--- src/rtl/fst_pkg.sv ---
package fst_pkg;

    localparam int unsigned FST_MAX_BITS = 32;
    localparam int unsigned FST_PER_W    = 8;

    typedef enum logic [1:0] {
        DLY_NONE = 2'd0,
        DLY_ONE  = 2'd1,
        DLY_TWO  = 2'd2,
        DLY_TWOX = 2'd3
    } fst_delay_e;

    typedef struct packed {
        logic launch;   // edge on which data and internal sync change
        logic sample;   // opposite edge, external sync capture
        logic tick;     // frame start event
        logic go0;      // frame start for zero-delay mode
    } fst_events_t;

    // number of launch edges between frame start and the first bit
    function automatic logic [1:0] lead_count(input fst_delay_e d);
        case (d)
            DLY_NONE: return 2'd0;
            DLY_ONE:  return 2'd1;
            default:  return 2'd2;
        endcase
    endfunction

endpackage

--- src/rtl/fst_clk_edges.sv ---
module fst_clk_edges (
    input  logic clk,
    input  logic rst,
    input  logic sclk,
    input  logic clk_pol,
    output logic launch,
    output logic sample
);
    logic sclk_q;
    logic now_hi;
    logic was_hi;

    always_ff @(posedge clk) begin
        sclk_q <= sclk;
    end

    assign now_hi = sclk ^ clk_pol;
    assign was_hi = sclk_q ^ clk_pol;

    always_comb begin
        launch = !rst && now_hi && !was_hi;
        sample = !rst && !now_hi && was_hi;
    end
endmodule

--- src/rtl/fst_fsync.sv ---
module fst_fsync #(
    parameter int unsigned PER_W = 8
) (
    input  logic             clk,
    input  logic             rst,
    input  logic             launch,
    input  logic             sample,
    input  logic             use_int,
    input  logic [PER_W-1:0] per_m1,
    input  logic             fs_pol,
    input  logic             fs_in,
    output logic             fs_out,
    output logic             tick,
    output logic             go0
);
    logic             fs_lvl;
    logic             fs_lvl_q;
    logic             fs_smp;
    logic             fs_gen;
    logic [PER_W-1:0] fs_cnt;
    logic             int_start;
    logic             ext_start;
    logic             ext_rise;

    assign fs_lvl = fs_in ^ fs_pol;

    always_ff @(posedge clk) begin
        fs_lvl_q <= fs_lvl;
    end

    always_ff @(posedge clk) begin
        if (rst) begin
            fs_cnt <= '0;
            fs_gen <= 1'b0;
            fs_smp <= 1'b0;
        end else begin
            if (launch) begin
                if (fs_cnt == '0) begin
                    fs_gen <= 1'b1;
                    fs_cnt <= per_m1;
                end else begin
                    fs_gen <= 1'b0;
                    fs_cnt <= PER_W'(fs_cnt - 1'b1);
                end
            end
            if (sample) begin
                fs_smp <= fs_lvl;
            end
        end
    end

    assign int_start = launch && (fs_cnt == '0);
    assign ext_start = sample && fs_lvl && !fs_smp;
    assign ext_rise  = !rst && fs_lvl && !fs_lvl_q;

    assign tick   = use_int ? int_start : ext_start;
    assign go0    = use_int ? int_start : ext_rise;
    assign fs_out = (fs_gen && use_int) ^ fs_pol;
endmodule

--- src/rtl/fst_word_buf.sv ---
module fst_word_buf #(
    parameter int unsigned MAX_BITS = 32
) (
    input  logic                clk,
    input  logic                rst,
    input  logic [MAX_BITS-1:0] in_data,
    input  logic                in_valid,
    output logic                in_ready,
    input  logic                take,
    output logic [MAX_BITS-1:0] word,
    output logic                underflow
);
    logic [MAX_BITS-1:0] hold;
    logic                full;

    assign in_ready = !full;
    assign word     = hold;

    always_ff @(posedge clk) begin
        if (rst) begin
            hold      <= '0;
            full      <= 1'b0;
            underflow <= 1'b0;
        end else begin
            if (take) begin
                full <= 1'b0;
                if (!full) begin
                    underflow <= 1'b1;
                end
            end
            if (in_valid && !full) begin
                hold <= in_data;
                full <= 1'b1;
            end
        end
    end
endmodule

--- src/rtl/fst_shifter.sv ---
module fst_shifter
    import fst_pkg::*;
#(
    parameter int unsigned MAX_BITS = 32,
    localparam int unsigned LEN_W   = $clog2(MAX_BITS)
) (
    input  logic                clk,
    input  logic                rst,
    input  fst_events_t         ev,
    input  fst_delay_e          dly,
    input  logic                ext_en,
    input  logic [LEN_W-1:0]    len_m1,
    input  logic [MAX_BITS-1:0] word,
    output logic                take,
    output logic                tx_d,
    output logic                tx_oe
);
    localparam logic [LEN_W-1:0] TOP_IDX = LEN_W'(MAX_BITS - 1);

    logic                active;
    logic                hold_off;
    logic                pend;
    logic [1:0]          lead;
    logic [LEN_W-1:0]    idx;
    logic [MAX_BITS-1:0] sreg;
    logic                zero_dly;
    logic                go;

    assign zero_dly = (dly == DLY_NONE);
    assign go       = (zero_dly && ev.go0) || (ev.launch && pend && lead == 2'd1);
    assign take     = go;

    always_ff @(posedge clk) begin
        if (rst) begin
            active   <= 1'b0;
            hold_off <= 1'b0;
            pend     <= 1'b0;
            lead     <= '0;
            idx      <= '0;
            sreg     <= '0;
        end else begin
            if (ev.tick && !zero_dly) begin
                pend <= 1'b1;
                lead <= lead_count(dly);
            end else if (ev.launch && pend) begin
                lead <= 2'(lead - 2'd1);
                if (lead == 2'd1) begin
                    pend <= 1'b0;
                end
            end

            if (ev.sample) begin
                hold_off <= 1'b0;
            end

            if (go) begin
                active   <= 1'b1;
                idx      <= len_m1;
                sreg     <= word << (TOP_IDX - len_m1);
                hold_off <= ext_en;
            end else if (ev.launch && active) begin
                if (idx == '0) begin
                    active <= 1'b0;
                end else begin
                    idx  <= LEN_W'(idx - 1'b1);
                    sreg <= sreg << 1;
                end
            end
        end
    end

    assign tx_oe = active && !hold_off;
    assign tx_d  = tx_oe && sreg[MAX_BITS-1];
endmodule

--- src/rtl/fsync_serial_tx.sv ---
module fsync_serial_tx
    import fst_pkg::*;
#(
    parameter int unsigned MAX_BITS = FST_MAX_BITS,
    parameter int unsigned PER_W    = FST_PER_W,
    localparam int unsigned LEN_W   = $clog2(MAX_BITS)
) (
    input  logic                clk,
    input  logic                rst,
    input  logic                sclk,
    input  logic                fs_in,
    output logic                fs_out,
    input  logic [LEN_W-1:0]    cfg_len_m1,
    input  logic [1:0]          cfg_delay,
    input  logic                cfg_ext_en,
    input  logic                cfg_fs_int,
    input  logic [PER_W-1:0]    cfg_fs_period_m1,
    input  logic                cfg_clk_pol,
    input  logic                cfg_fs_pol,
    input  logic [MAX_BITS-1:0] in_data,
    input  logic                in_valid,
    output logic                in_ready,
    output logic                tx_d,
    output logic                tx_oe,
    output logic                underflow
);
    fst_events_t         ev;
    logic                take;
    logic [MAX_BITS-1:0] word;

    fst_clk_edges u_edges (
        .clk     (clk),
        .rst     (rst),
        .sclk    (sclk),
        .clk_pol (cfg_clk_pol),
        .launch  (ev.launch),
        .sample  (ev.sample)
    );

    fst_fsync #(.PER_W(PER_W)) u_fsync (
        .clk     (clk),
        .rst     (rst),
        .launch  (ev.launch),
        .sample  (ev.sample),
        .use_int (cfg_fs_int),
        .per_m1  (cfg_fs_period_m1),
        .fs_pol  (cfg_fs_pol),
        .fs_in   (fs_in),
        .fs_out  (fs_out),
        .tick    (ev.tick),
        .go0     (ev.go0)
    );

    fst_word_buf #(.MAX_BITS(MAX_BITS)) u_buf (
        .clk       (clk),
        .rst       (rst),
        .in_data   (in_data),
        .in_valid  (in_valid),
        .in_ready  (in_ready),
        .take      (take),
        .word      (word),
        .underflow (underflow)
    );

    fst_shifter #(.MAX_BITS(MAX_BITS)) u_shift (
        .clk    (clk),
        .rst    (rst),
        .ev     (ev),
        .dly    (fst_delay_e'(cfg_delay)),
        .ext_en (cfg_ext_en),
        .len_m1 (cfg_len_m1),
        .word   (word),
        .take   (take),
        .tx_d   (tx_d),
        .tx_oe  (tx_oe)
    );
endmodule

--- config.mk ---
export PLATFORM = sky130hd
export DESIGN_NAME = fsync_serial_tx
export DESIGN_NICKNAME = d
export VERILOG_FILES = /design/src/rtl/fst_pkg.sv /design/src/rtl/fst_clk_edges.sv /design/src/rtl/fst_fsync.sv /design/src/rtl/fst_word_buf.sv /design/src/rtl/fst_shifter.sv /design/src/rtl/fsync_serial_tx.sv
export SDC_FILE = /design/constraint.sdc
export NUM_CORES = 1
export LEC_CHECK = 0
export ABC_AREA = 1
export BUFFER_PORTS_ARGS = -buffer_cell sky130_fd_sc_hd__buf_2
export CAP_MARGIN = 20
export CELL_PAD_IN_SITES_DETAIL_PLACEMENT = 1
export CELL_PAD_IN_SITES_GLOBAL_PLACEMENT = 2
export CORE_ASPECT_RATIO = 1.25
export CORE_MARGIN = 2
export CORE_UTILIZATION = 33
export CTS_BUF_LIST = sky130_fd_sc_hd__clkbuf_8
export DETAILED_ROUTE_END_ITERATION = 7
export PLACE_DENSITY = 0.87
export SLEW_MARGIN = 20
export SYNTH_ARGS = -nofsm -noshare
export SYNTH_HDL_FRONTEND = slang
export SYNTH_SLANG_ARGS = --single-unit
--- constraint.sdc ---
create_clock -name clk -period 2.5 [get_ports clk]
set_input_delay 0.125 -clock clk [delete_from_list [all_inputs] [get_ports clk]]
set_output_delay 0.125 -clock clk [all_outputs]
set_load 0.1 [all_outputs]
Word level (Yosys, flattened, before mapping) --
Index checks and enable logic that the tools add are counted.
Word-level totals: flip-flop bits (word level) 88, bits in latches 0, RAM bits 0, ROM bits 0, output and inout port bits 5, logic and storage cells 90, memories 0
Cells by class: $add $sub $neg 4, multiply operators 0, divide/modulo/power cells 0, $lt $le $gt $ge 0, equal/unequal tests 3, shift operators 1, muxes and demuxes 23, bitwise gates (word level) 5, reduce and logical (&&, ||, !) cells 40
Operator list (number):
- $mux 32 | 3
- $shl 32x5->32 | 1
- $logic_and 1x1->1 | 18
- $mux 5 | 3
- $mux 1 | 13
- $reduce_bool 2->1 | 6
- $logic_not 1->1 | 8
- $logic_not 8->1 | 1
- $mux 8 | 1
- $reduce_and 2->1 | 4
- $sub 8x1->8 const B | 1
- $logic_not 5->1 | 1
- $sub 5x1->5 const B | 1
- $sub 5x5->5 const A | 1
- $eq 2x1->1 const B | 2
- $mux 2 | 2
- $pmux 2 s2 | 1
- $xor 1x1->1 | 4
- $logic_not 2->1 | 1
- $ne 2x2->1 const B | 1
- $sub 2x1->2 const B | 1
- $logic_or 1x1->1 | 1
- $not 1->1 | 1

Logic depth before layout (Yosys ltp) --
Gate-level depths: netlist of run 1.
depth in word-level cells 10, depth in mapped cells 14

By module --
Synthesis of run 1 repeated with hierarchy kept, for this count alone.
Unflattened totals: cell total of the unflattened synthesis 947, area total of the unflattened synthesis 5855.6 um2
By module, submodules not included:
- fst_shifter | instances 1, cells each 597, area each 3535.9 um2
- fst_word_buf | instances 1, cells each 217, area each 1451.4 um2
- fst_fsync | instances 1, cells each 114, area each 778.2 um2
- fst_clk_edges | instances 1, cells each 19, area each 90.1 um2

Worst setup path after synthesis of run 1 --
OpenSTA, ideal clock, no wires.
path kind reg-to-output, start point register u_shift.active, end point output tx_d, data arrival time 2.410 ns, setup slack -0.035 ns, cell stages (with the launch flop) 3, path buffers 0, cells stage by stage dfxtp_1 -> inv_1 -> nor3_1
On the way: longest elaborated chain between the ends 2
RTL lines:
- start: declaration | line fst_shifter.sv:20 | logic active;
- start signal: assignment | line fst_shifter.sv:35 | active <= 1'b0;
- start signal: assignment | line fst_shifter.sv:57 | active <= 1'b1;
- start signal: assignment | line fst_shifter.sv:63 | active <= 1'b0;
- $logic_and 1x1->1 | line fst_shifter.sv:72 | assign tx_oe = active && !hold_off;
- $logic_and 1x1->1 | line fst_shifter.sv:73 | assign tx_d = tx_oe && sreg[MAX_BITS-1];
- end: declaration | line fsync_serial_tx.sv:23 | output logic tx_d,
Every way passes these cells.

Worst setup path in the final report of run 1 --
start point register u_fsync.fs_cnt[0], end point register u_shift.sreg[24]
On the way: longest elaborated chain between the ends 7
RTL lines:
- start: declaration | line fst_fsync.sv:20 | logic [PER_W-1:0] fs_cnt;
- start signal: assignment | line fst_fsync.sv:40 | fs_cnt <= per_m1;
- start signal: assignment | line fst_fsync.sv:43 | fs_cnt <= PER_W'(fs_cnt - 1'b1);
- $logic_not 8->1 * | line fst_fsync.sv:52 | assign int_start = launch && (fs_cnt == '0);
- $logic_and 1x1->1 * | line fst_fsync.sv:52
- $mux 1 * | line fst_fsync.sv:57 | assign go0 = use_int ? int_start : ext_rise;
- $logic_and 1x1->1 * | line fst_shifter.sv:30 | assign go = (zero_dly && ev.go0) || (ev.launch && pend && lead == 2'd1);
- $logic_or 1x1->1 * | line fst_shifter.sv:30
- $ne 2x2->1 (no line) / $reduce_bool 2->1 (equally long branches)
- $reduce_and 2->1 (no line)
- end signal: assignment | line fst_shifter.sv:59 | sreg <= word << (TOP_IDX - len_m1);
- end signal: assignment | line fst_shifter.sv:66 | sreg <= sreg << 1;
- end: declaration | line fst_shifter.sv:25 | logic [MAX_BITS-1:0] sreg;
Mark *: on every way between the ends. The rest lies on a longest branch, timed or not. A chain may end at the register's enable or synchronous reset.

==> impl.org, run 1 <==
** Run status
- Result of the run :: finished clean

** Drt
- The routed design has 17000 um of wire.
- In the routed layout, each cell is associated on average with a via count of 5.11.
- The highest metal layer carrying signal wires in the routed design is met4.
- For this run, design rule violations remaining after detail routing come to 0.
- Per-cell routed wire length :: 14.6 um
- Summed over all nets, wire length on met2 after detailed routing comes to 8350 um.
- The detailed router finished its first iteration with 226 violations.
- Post-Route M1 WL :: 7780 um
- Count of antenna-violating nets left after detailed routing :: 0
- DR WL met3 :: 427 um
- Via count of the routed design :: 5929
- The first detailed-routing pass ran for 4 iterations.

** Yosys
- Counting instances in the post-synthesis netlist gives the leading cell types as nand2_1 (206), nand3_1 (170), nor2_1 (106).
- When the netlist entered floorplanning its net count stood at 945.
- Counting flops with a built-in enable in the synthesized netlist gives 0.
- Among all flip-flop cells after synthesis, the most frequent one is dfxtp_1.
- Of the synthesized area, sequential elements account for 0.322.
- Synthesis inferred 88 register bits.
- Unique masters post-synth :: 35
- During synthesis, Yosys emitted a total of 0 warnings.
- Fraction of synthesis flops using an asynchronous set or reset pin :: 0
- Synth area leader :: dfxtp_1
- In the post-synthesis netlist, the biggest area contributors are dfxtp_1 (32%), nand3_1 (16%), nand2_1 (14%).
- The share of synthesized area in the top cell type comes to 0.322.
- Counting every instance in the synthesized netlist gives 886.
- Top-count cell post-synth :: nand2_1
- Netlist area before placement :: 5470 um^2
- A synthesized cell averages 6.17 um^2.

** Setup path
- Logic depth of the worst register-to-register path :: 12
- Tracing the worst setup path back leads to its startpoint at u_fsync.fs_cnt[0].
- The worst setup path is launched from a flop.
- On the critical path, the stage with the largest delay is an instance of inv_2.
- Buf/Inv on CP :: 3
- Worst path required time :: 2780 ps
- In this run the critical register-to-register path is launched from u_fsync.fs_cnt[0].
- Walking the worst path, the cells encountered are inv_1 -> ha_1 -> nand3_2 -> nor2_2 -> nand2_4 -> nand2_4 -> nand2_4 -> nand2_4 -> inv_2 -> nand3_1 -> nand3_1 -> inv_1.
- In this design, the largest share of critical-path delay is due to simple AND/OR/NAND/NOR gates.
- Category of the worst setup path capture point :: flop
- The endpoint identified for the worst register-to-register timing path is u_shift.sreg[24].
- Critical path capture point :: u_shift.sreg[24]
- Across all register-to-register paths, the minimum setup slack is 420 ps.
- The cell that appears most often on the critical path is nand2_4.
- Depth of the critical timing path with buffers and inverters included :: 12
- In this design, the stage delay of the slowest critical-path cell is 410 ps.
- Top fanout value on the critical path :: 36
- Crit path DAT :: 2360 ps
- Critical path class :: flop to flop

** CTS
- Quantity of gates resized following cts :: 0
- Clock tree synthesis selected as its root buffer the cell clkbuf_8.
- The longest clock path from root to sink contains 2 buffers.
- Clock latency on the worst-skew pair :: 380 ps
- Clock tree sinks :: 88
- Buffers inserted during clock tree synthesis total 9.
- TritonCTS built the clock tree.
- After clock tree synthesis, the clock-pin slew on the worst setup and hold paths is 80 ps.
- The H-tree generated during clock tree synthesis spans 3 levels.

** Die
- The die is 148 um tall.
- Total number of placement rows :: 52
- For this design the top-level I/O count stands at 61.
- The die is 119 um wide.
- The total area inside the core boundary comes to 16200 um^2.
- The die covers 17600 um^2.
- Effective utilization at floorplan :: 0.338

** Power
- In this run the power density over the cells is 553 nW/um^2.
- Maximum VDD drop :: 0.206 mV
- For this design the static power due to leakage is 2.87 nW.
- Total power for the finished layout comes to 3.51 mW.

** GRT
- Total routing usage reported by global routing :: 0.201
- Global routing finished with a remaining overflow of 0.
- The via count of the first global-routing pass is 5942.
- The initial antenna violation count is 0.
- Pin count of the biggest net entering global routing :: 60
- The first global-routing pass estimated 28800 um of wire.

** Cells and area
- # nets final :: 999
- Total inserted antenna cells :: 0
- Non-Filler Instances :: 1161
- Fraction of layout instances using a drive strength above 1 :: 0.122
- Non-Filler Cell Area, Final :: 6340 um^2
- Layout area overhead :: 16.0%

** Placement
- After legalization and detailed placement, the total HPWL measured 12300 um.
- Timing analysis after detailed placement gives a worst setup slack of 404 ps.
- The placed instances occupy a cell area of 5930 um^2.
- Placed cell count :: 1122
- During placement, the flow inserted port buffers numbering 60.
- At the end of routability-driven placement, the weighted congestion stood at 0.827.

** Timing
- Number of pins exceeding their max-slew limit in the final report :: 0
- Count of endpoints failing setup in the final report :: 0
- Post-Route Setup TNS :: 0 ps
- Setup slack closes at 420 ps.
- Static timing analysis puts the maximum clock frequency at 481 MHz.
- Dividing the final minimum period by the clock period gives 0.832.
- Hold Vio Cnt, Final :: 0
- For the pin with the worst max-slew slack, the measured transition is 663 ps.
- Layout Skew :: 11.2 ps
- RSZ-0062 raised after global routing :: no
- Max_slew headroom :: 0.553
- After layout, the minimum clock period comes to 2080 ps.

** Hold path
- The min-delay analysis places its worst path in the category input port to flop.

** Flow run
- Max-cap violations in this run came to 0.
## metrics by stage
step                      hold WS (ps)  utilization
after CTS                        0.352        0.392
final                             6.79        0.392
after floorplan                    153            -
after detailed placement           261        0.366
after global routing              8.11        0.392
after global placement             257        0.366
## placed cells by master, fill, tap and decap left out
| cell | Yosys | routed |
|---|---|---|
| nand2_1 | 206 | 206 |
| nand3_1 | 170 | 170 |
| nor2_1 | 106 | 106 |
| o21ai_0 | 92 | 92 |
| dfxtp_1 | 88 | 88 |
| buf_2 | 15 | 60 |
| inv_1 | 49 | 53 |
| a21oi_1 | 40 | 40 |
| dlygate4sd3_1 | 0 | 23 |
| nand4_1 | 18 | 18 |
| buf_4 | 1 | 16 |
| clkbuf_8 | 0 | 9 |
| o21ai_1 | 8 | 8 |
| nand3_2 | 6 | 6 |
| o211ai_1 | 6 | 6 |
| inv_2 | 5 | 5 |
| nand2_4 | 4 | 4 |
| a31oi_1 | 3 | 3 |
| xor2_1 | 3 | 3 |
| ha_1 | 3 | 3 |
| or2_2 | 2 | 2 |
| xnor2_1 | 2 | 2 |
| nand2_2 | 2 | 2 |
| nor2_2 | 2 | 2 |
| nand3b_1 | 2 | 2 |
| o22ai_1 | 2 | 2 |
| buf_12 | 0 | 2 |
| and2_1 | 1 | 1 |
| nor3_2 | 0 | 1 |
| clkinv_1 | 1 | 1 |
| nor2_8 | 1 | 1 |
| nand3_4 | 1 | 1 |
| nor3_1 | 2 | 1 |
| a21oi_2 | 1 | 1 |
| o31ai_1 | 1 | 1 |
| o311ai_0 | 1 | 1 |
| clkinv_2 | 0 | 1 |
| clkinvlp_4 | 0 | 1 |
| bufinv_16 | 0 | 1 |
## kinds of logic after synthesis
kind of cell | after synthesis | share of synthesized area
xor gates and xnor gates | 5 | 0.00801
buffers and inverters | 113 | 0.0872
adders and majority gates | 3 | 0.00687
DFF | 88 | 0.322
AOI/OAI and AO/OA | 154 | 0.147
and+or+nand+nor | 523 | 0.429
## power by group
group          internal (mW)  switching, mW  leakage, nW
Sequential              1.51         0.0731        0.723
Clock                  0.447          0.531        0.104
Combinational          0.327          0.620         2.05
## per-layer routing
| metal | vias up | GRT usage |
|---|---|---|
| li1 | 3064 | - |
| met1 | 2762 | 0.255 |
| met2 | 78 | 0.344 |
| met3 | 25 | 0.0224 |
| met4 | 0 | 0.0863 |
| met5 | - | 0 |
## area by class of cell
| cell class | count | area, um^2 |
|---|---|---|
| fill | 2163 | 9860 |
| multi-input combinational | 685 | 3230 |
| sequential | 88 | 1760 |
| timing repair buffer | 101 | 691 |
| tap | 216 | 270 |
| inverter | 55 | 206 |
| clock buffer | 9 | 124 |
| clock inverter | 7 | 57.6 |
## flip-flops by register name (all words and copies together), names as in the netlist, 2 cells and up
| name | flops |
|---|---|
| u_buf.word | 32 |
| u_fsync.fs_cnt | 8 |
| u_shift.idx | 5 |
| u_shift.lead | 2 |
| u_shift.sreg | 32 |
## how the worst min path moves through the flow
stage,from,to,cells past startpoint
floorplan,sclk,u_edges.sclk_q,0
CTS,in_data[25],u_buf.word[25],3
global route,cfg_ext_en,u_shift.hold_off,3
finish,in_data[26],u_buf.word[26],3
global placement,sclk,u_edges.sclk_q,1
detailed placement,sclk,u_edges.sclk_q,1
## timing repair
| action | 4_1_cts | 5_1_grt |
|---|---|---|
| hold buffers | 23 | 0 |
| setup buffers | 0 | 0 |
| hold endpoints to repair | 23 | 0 |
## worst reg2reg max path, cell delays in order (launching register included)
cell	delay, ps
dfxtp_1	340
inv_1	90
ha_1	250
nand3_2	120
nor2_2	70
nand2_4	90
nand2_4	60
nand2_4	110
nand2_4	90
inv_2	410
nand3_1	180
nand3_1	130
inv_1	50
Note: power is estimated with default switching activity, not from simulation.
==> inputs of run 2 (changes only) <==
Settings changed: CORE_UTILIZATION 33 to 29, PLACE_DENSITY 0.87 to 0.82.
Clock period 2.5 ns to 1.7 ns, I/O delays scaled along.
==> run 2 against run 1 <==
Setup slack got worse by 380 ps. Core utilization is 0.87 points lower. Largest power group unchanged. Critical path depth decreased by 2. Die area rose by 13%. Critical path type unchanged. First-iteration DRC count decreased by 11%. Via count rose by 2.5%. Non-clock buffer count is 54 higher.
==> impl.org, run 2 (synthesis gave the netlist of run 1 again) <==
** Die
- Core footprint :: 18600 um^2 (was 16200 um^2)
- The number of placement rows came to 56 (was 52).
- DIE HEIGHT :: 158 um (was 148 um)
- Boundary Pins :: 61 (unchanged)
- Effective utilization at floorplan :: 0.293 (was 0.338)
- Overall die area :: 20000 um^2 (was 17600 um^2)
- Overall die width :: 127 um (was 119 um)

** Setup path
- The depth of the worst register-to-register path came to 10 (was 12).
- Series of cell instances along the critical path :: inv_1 -> ha_4 -> inv_4 -> nor3_4 -> nand2_2 -> nand3_4 -> nand3_2 -> buf_12 -> o21ai_0 -> a21oi_1 (was inv_1 -> ha_1 -> nand3_2 -> nor2_2 -> nand2_4 -> nand2_4 -> nand2_4 -> nand2_4 -> inv_2 -> nand3_1 -> nand3_1 -> inv_1)
- The critical path class is flop to flop (unchanged).
- Kind of cell adding the most delay to the critical path :: simple AND/OR/NAND/NOR gates (unchanged)
- Capturing point of the worst reg2reg path :: u_shift.sreg[20] (was u_shift.sreg[24])
- The delay contributed by the slowest stage of the critical path is 310 ps (was 410 ps).
- The count of buffering cells on the critical path with inverters included came to 3 (unchanged).
- The arrival time reported for the critical path endpoint is 1920 ps (was 2360 ps).
- Category of the worst setup path capture point :: flop (unchanged)
- The critical path's slowest cell is dfxtp_1 (was inv_2).
- The data required time at the worst endpoint is 1960 ps (was 2780 ps).
- The element type at the critical path start was a flop (unchanged).
- The slack of the worst reg-to-reg path is 40 ps (was 420 ps).
- The largest fanout on the critical path is 20 (was 36).
- The reg-to-reg critical path startpoint is u_shift.idx[0] (was u_fsync.fs_cnt[0]).

** Timing
- RSZ-0062 raised after global routing :: yes (was no)
- The slew of the pin with the lowest slew margin was 865 ps (was 663 ps).
- The peak clock frequency supported by timing was 602 MHz (was 481 MHz).
- The worst slew slack as a fraction of its limit came to 0.423 (was 0.553).
- The minimum hold slack came to 17.5 ps (was 6.79 ps).
- The setup clock skew after layout is 24.5 ps (was 11.2 ps).
- The share of the clock period used by the worst path after layout was 0.977 (was 0.832).
- The smallest setup slack after layout came to 38.3 ps (was 420 ps).
- Count of endpoints failing setup in the final report :: 0 (unchanged)
- The number of endpoints with negative hold slack in the final report came to 0 (unchanged).
- The count of final max-slew check failures came to 0 (unchanged).
- Shortest clock period the worst path allows after layout :: 1660 ps (was 2080 ps)

** GRT
- Total routing usage reported by global routing :: 0.187 (was 0.201)
- The met2 global-route usage is 0.340 (was 0.344).
- The wire length of the first global-routing pass came to 30600 um (was 28800 um).
- Met1 usage in global routing :: 0.230 (was 0.255)
- The maximum number of pins on one net before global-route repair came to 71 (was 60).
- Vias in the first global route :: 6300 (was 5942)
- Global routing usage on met3 :: 0.0255 (was 0.0224)
- The initial antenna violation count came to 0 (unchanged).
- Overflow left after global routing :: 0 (unchanged)
- The layer with the highest usage after global routing is met2 (unchanged).

** Hold path
- The sink of the worst hold path was u_fsync.fs_cnt[2] (was u_buf.word[26]).
- WHS Path Cells :: 3 (unchanged)
- Beginning of the worst hold path :: cfg_fs_period_m1[2] (was in_data[26])
- The worst hold path class is input port to flop (unchanged).

** Cells and area
- The core utilization of the finished layout came to 0.383 (was 0.392).
- The most frequent standard cell in the layout excluding fill and tap cells was nand2_1 (unchanged).
- Layout area overhead :: 30.5% (was 16.0%)
- Most frequent cells in the layout: nand2_1 (201), nand3_1 (167), nor2_1 (103) (was nand2_1 (206), nand3_1 (170), nor2_1 (106)).
- The fraction of layout cells with a size suffix above 1 is 0.190 (was 0.122).
- The number of nets in the layout came to 1053 (was 999).
- The final standard cell area without fillers came to 7140 um^2 (was 6340 um^2).
- Total inserted antenna cells :: 0 (unchanged)

** Drt
- Per-cell routed wire length :: 14.6 um (about the same)
- Number of DRC violations after detailed routing :: 0 (unchanged)
- Count of TritonRoute iterations in the first routing pass :: 4 (unchanged)
- Number of design-rule violations left by the first detailed-router iteration :: 202 (was 226)
- Sum of routed wire length over all layers :: 17900 um (was 17000 um)
- Count of antenna-violating nets left after detailed routing :: 0 (unchanged)
- Average vias per placed instance :: 4.94 (was 5.11)
- The via count is 6075 (was 5929).

** CTS
- The clock slew at the register clock pins of the worst setup and hold paths was 110 ps (was 80 ps).
- The number of clock buffers inserted by TritonCTS is 9 (unchanged).
- The H-tree depth reported by CTS was 3 (unchanged).
- The clock tree from TritonCTS is built (unchanged).
- The clock tree root buffer cell was clkbuf_8 (unchanged).
- The maximum root-to-sink buffer count came to 2 (unchanged).
- The clock latency of the later-clocked register in the worst-skew pair was 380 ps (about the same).
- Clock tree sinks :: 88 (unchanged)

** Power
- P per Cell Area :: 799 nW/um^2 (was 553 nW/um^2)
- Post-layout power :: 5.70 mW (was 3.51 mW)
- The largest vdd supply drop is 0.423 mV (was 0.206 mV).
- The leakage dissipation came to 3.19 nW (was 2.87 nW).

** Flow run
- Number of maximum-capacitance constraint violations :: 0 (unchanged)

** Run status
- Result of the run: finished clean (unchanged).

** Placement
- The total cell area at the placement stage came to 6260 um^2 (was 5930 um^2).
- Sum of net half-perimeters after detailed placement :: 13000 um (was 12300 um)
- The number of port buffers came to 60 (unchanged).
- GPL Wtd Cong :: 0.819 (was 0.827)
- Post-Place Worst Slack :: -65.4 ps (was 404 ps)
==> run 2: changes by cell type in the layout (fill, tap and decap cells not counted), moves of 5 or more <==
cell	previous run	this run
buf_6	0	6
dfxtp_1	88	82
buf_4	16	38
inv_1	53	42
dfxtp_2	0	6
nand2_1	206	201
buf_12	2	11
o21ai_0	92	71
o21ai_1	8	26
dlygate4sd3_1	23	39
==> run 2: worst reg2reg max path, delay by kind of cell (launching register included) <==
| family | cells | cell delay, ps |
|---|---|---|
| compound gates | 2 | 230 |
| fa+ha+maj | 1 | 160 |
| buf+inv | 3 | 300 |
| flops | 1 | 310 |
| simple gates | 4 | 540 |
==> run 2: power by group <==
| group | switching (mW) | leakage (nW) | internal, mW |
|---|---|---|---|
| sequential | 0.111 | 0.725 | 2.23 |
| combinational | 1.02 | 2.37 | 0.723 |
| clock | 0.847 | 0.102 | 0.769 |
| total | 1.98 | 3.19 | 3.72 |
==> run 2: worst max path at each step <==
| stage | startpoint | end | slack, ps | depth (start not counted) |
|---|---|---|---|---|
| 2_1_floorplan | u_fsync.fs_cnt[0] | u_shift.sreg[26] | 10 | 13 |
| 3_3_place_gp | u_shift.idx[1] | u_shift.sreg[31] | 30 | 11 |
| 3_5_place_dp | u_shift.idx[1] | u_shift.sreg[5] | -70 | 10 |
| 4_1_cts | u_shift.idx[1] | u_shift.sreg[28] | -6 | 11 |
| 5_1_grt | u_shift.idx[1] | u_shift.idx[0] | -80 | 10 |
| 6_report | u_shift.idx[0] | u_shift.sreg[20] | 40 | 10 |
==> run 2: cell type report <==
| type | count | area (um^2) |
|---|---|---|
| clock buffer | 11 | 151 |
| clock inverter | 5 | 62.6 |
| fill | 2440 | 11500 |
| inverter | 55 | 219 |
| multi-input combinational | 685 | 3370 |
| sequential | 88 | 1770 |
| tap | 232 | 290 |
| timing repair buffer | 155 | 1280 |
==> run 2: repair_timing <==
item	in CTS	in global routing
pin swaps	6	22
gates resized for setup	11	59
endpoints found under the setup margin	32	46
hold buffers	39	0
setup buffers	5	9
cloned	0	0
hold endpoints to repair	39	0
==> run 2: per-stage QoR <==
stage                     std cells  setup TNS (ps)
after detailed placement       1163            -689
after CTS                      1223           -16.6
after global routing           1231            -783
final                          1231               0
after floorplan                 886               0
after global placement         1163               0
==> run 2: routing by layer <==
layer  share of wire  vias to the layer above
met2            0.51                       65
met4           0.017                        0
li1                -                     3168
met5               0                        -
met1            0.46                     2824
met3           0.020                       18
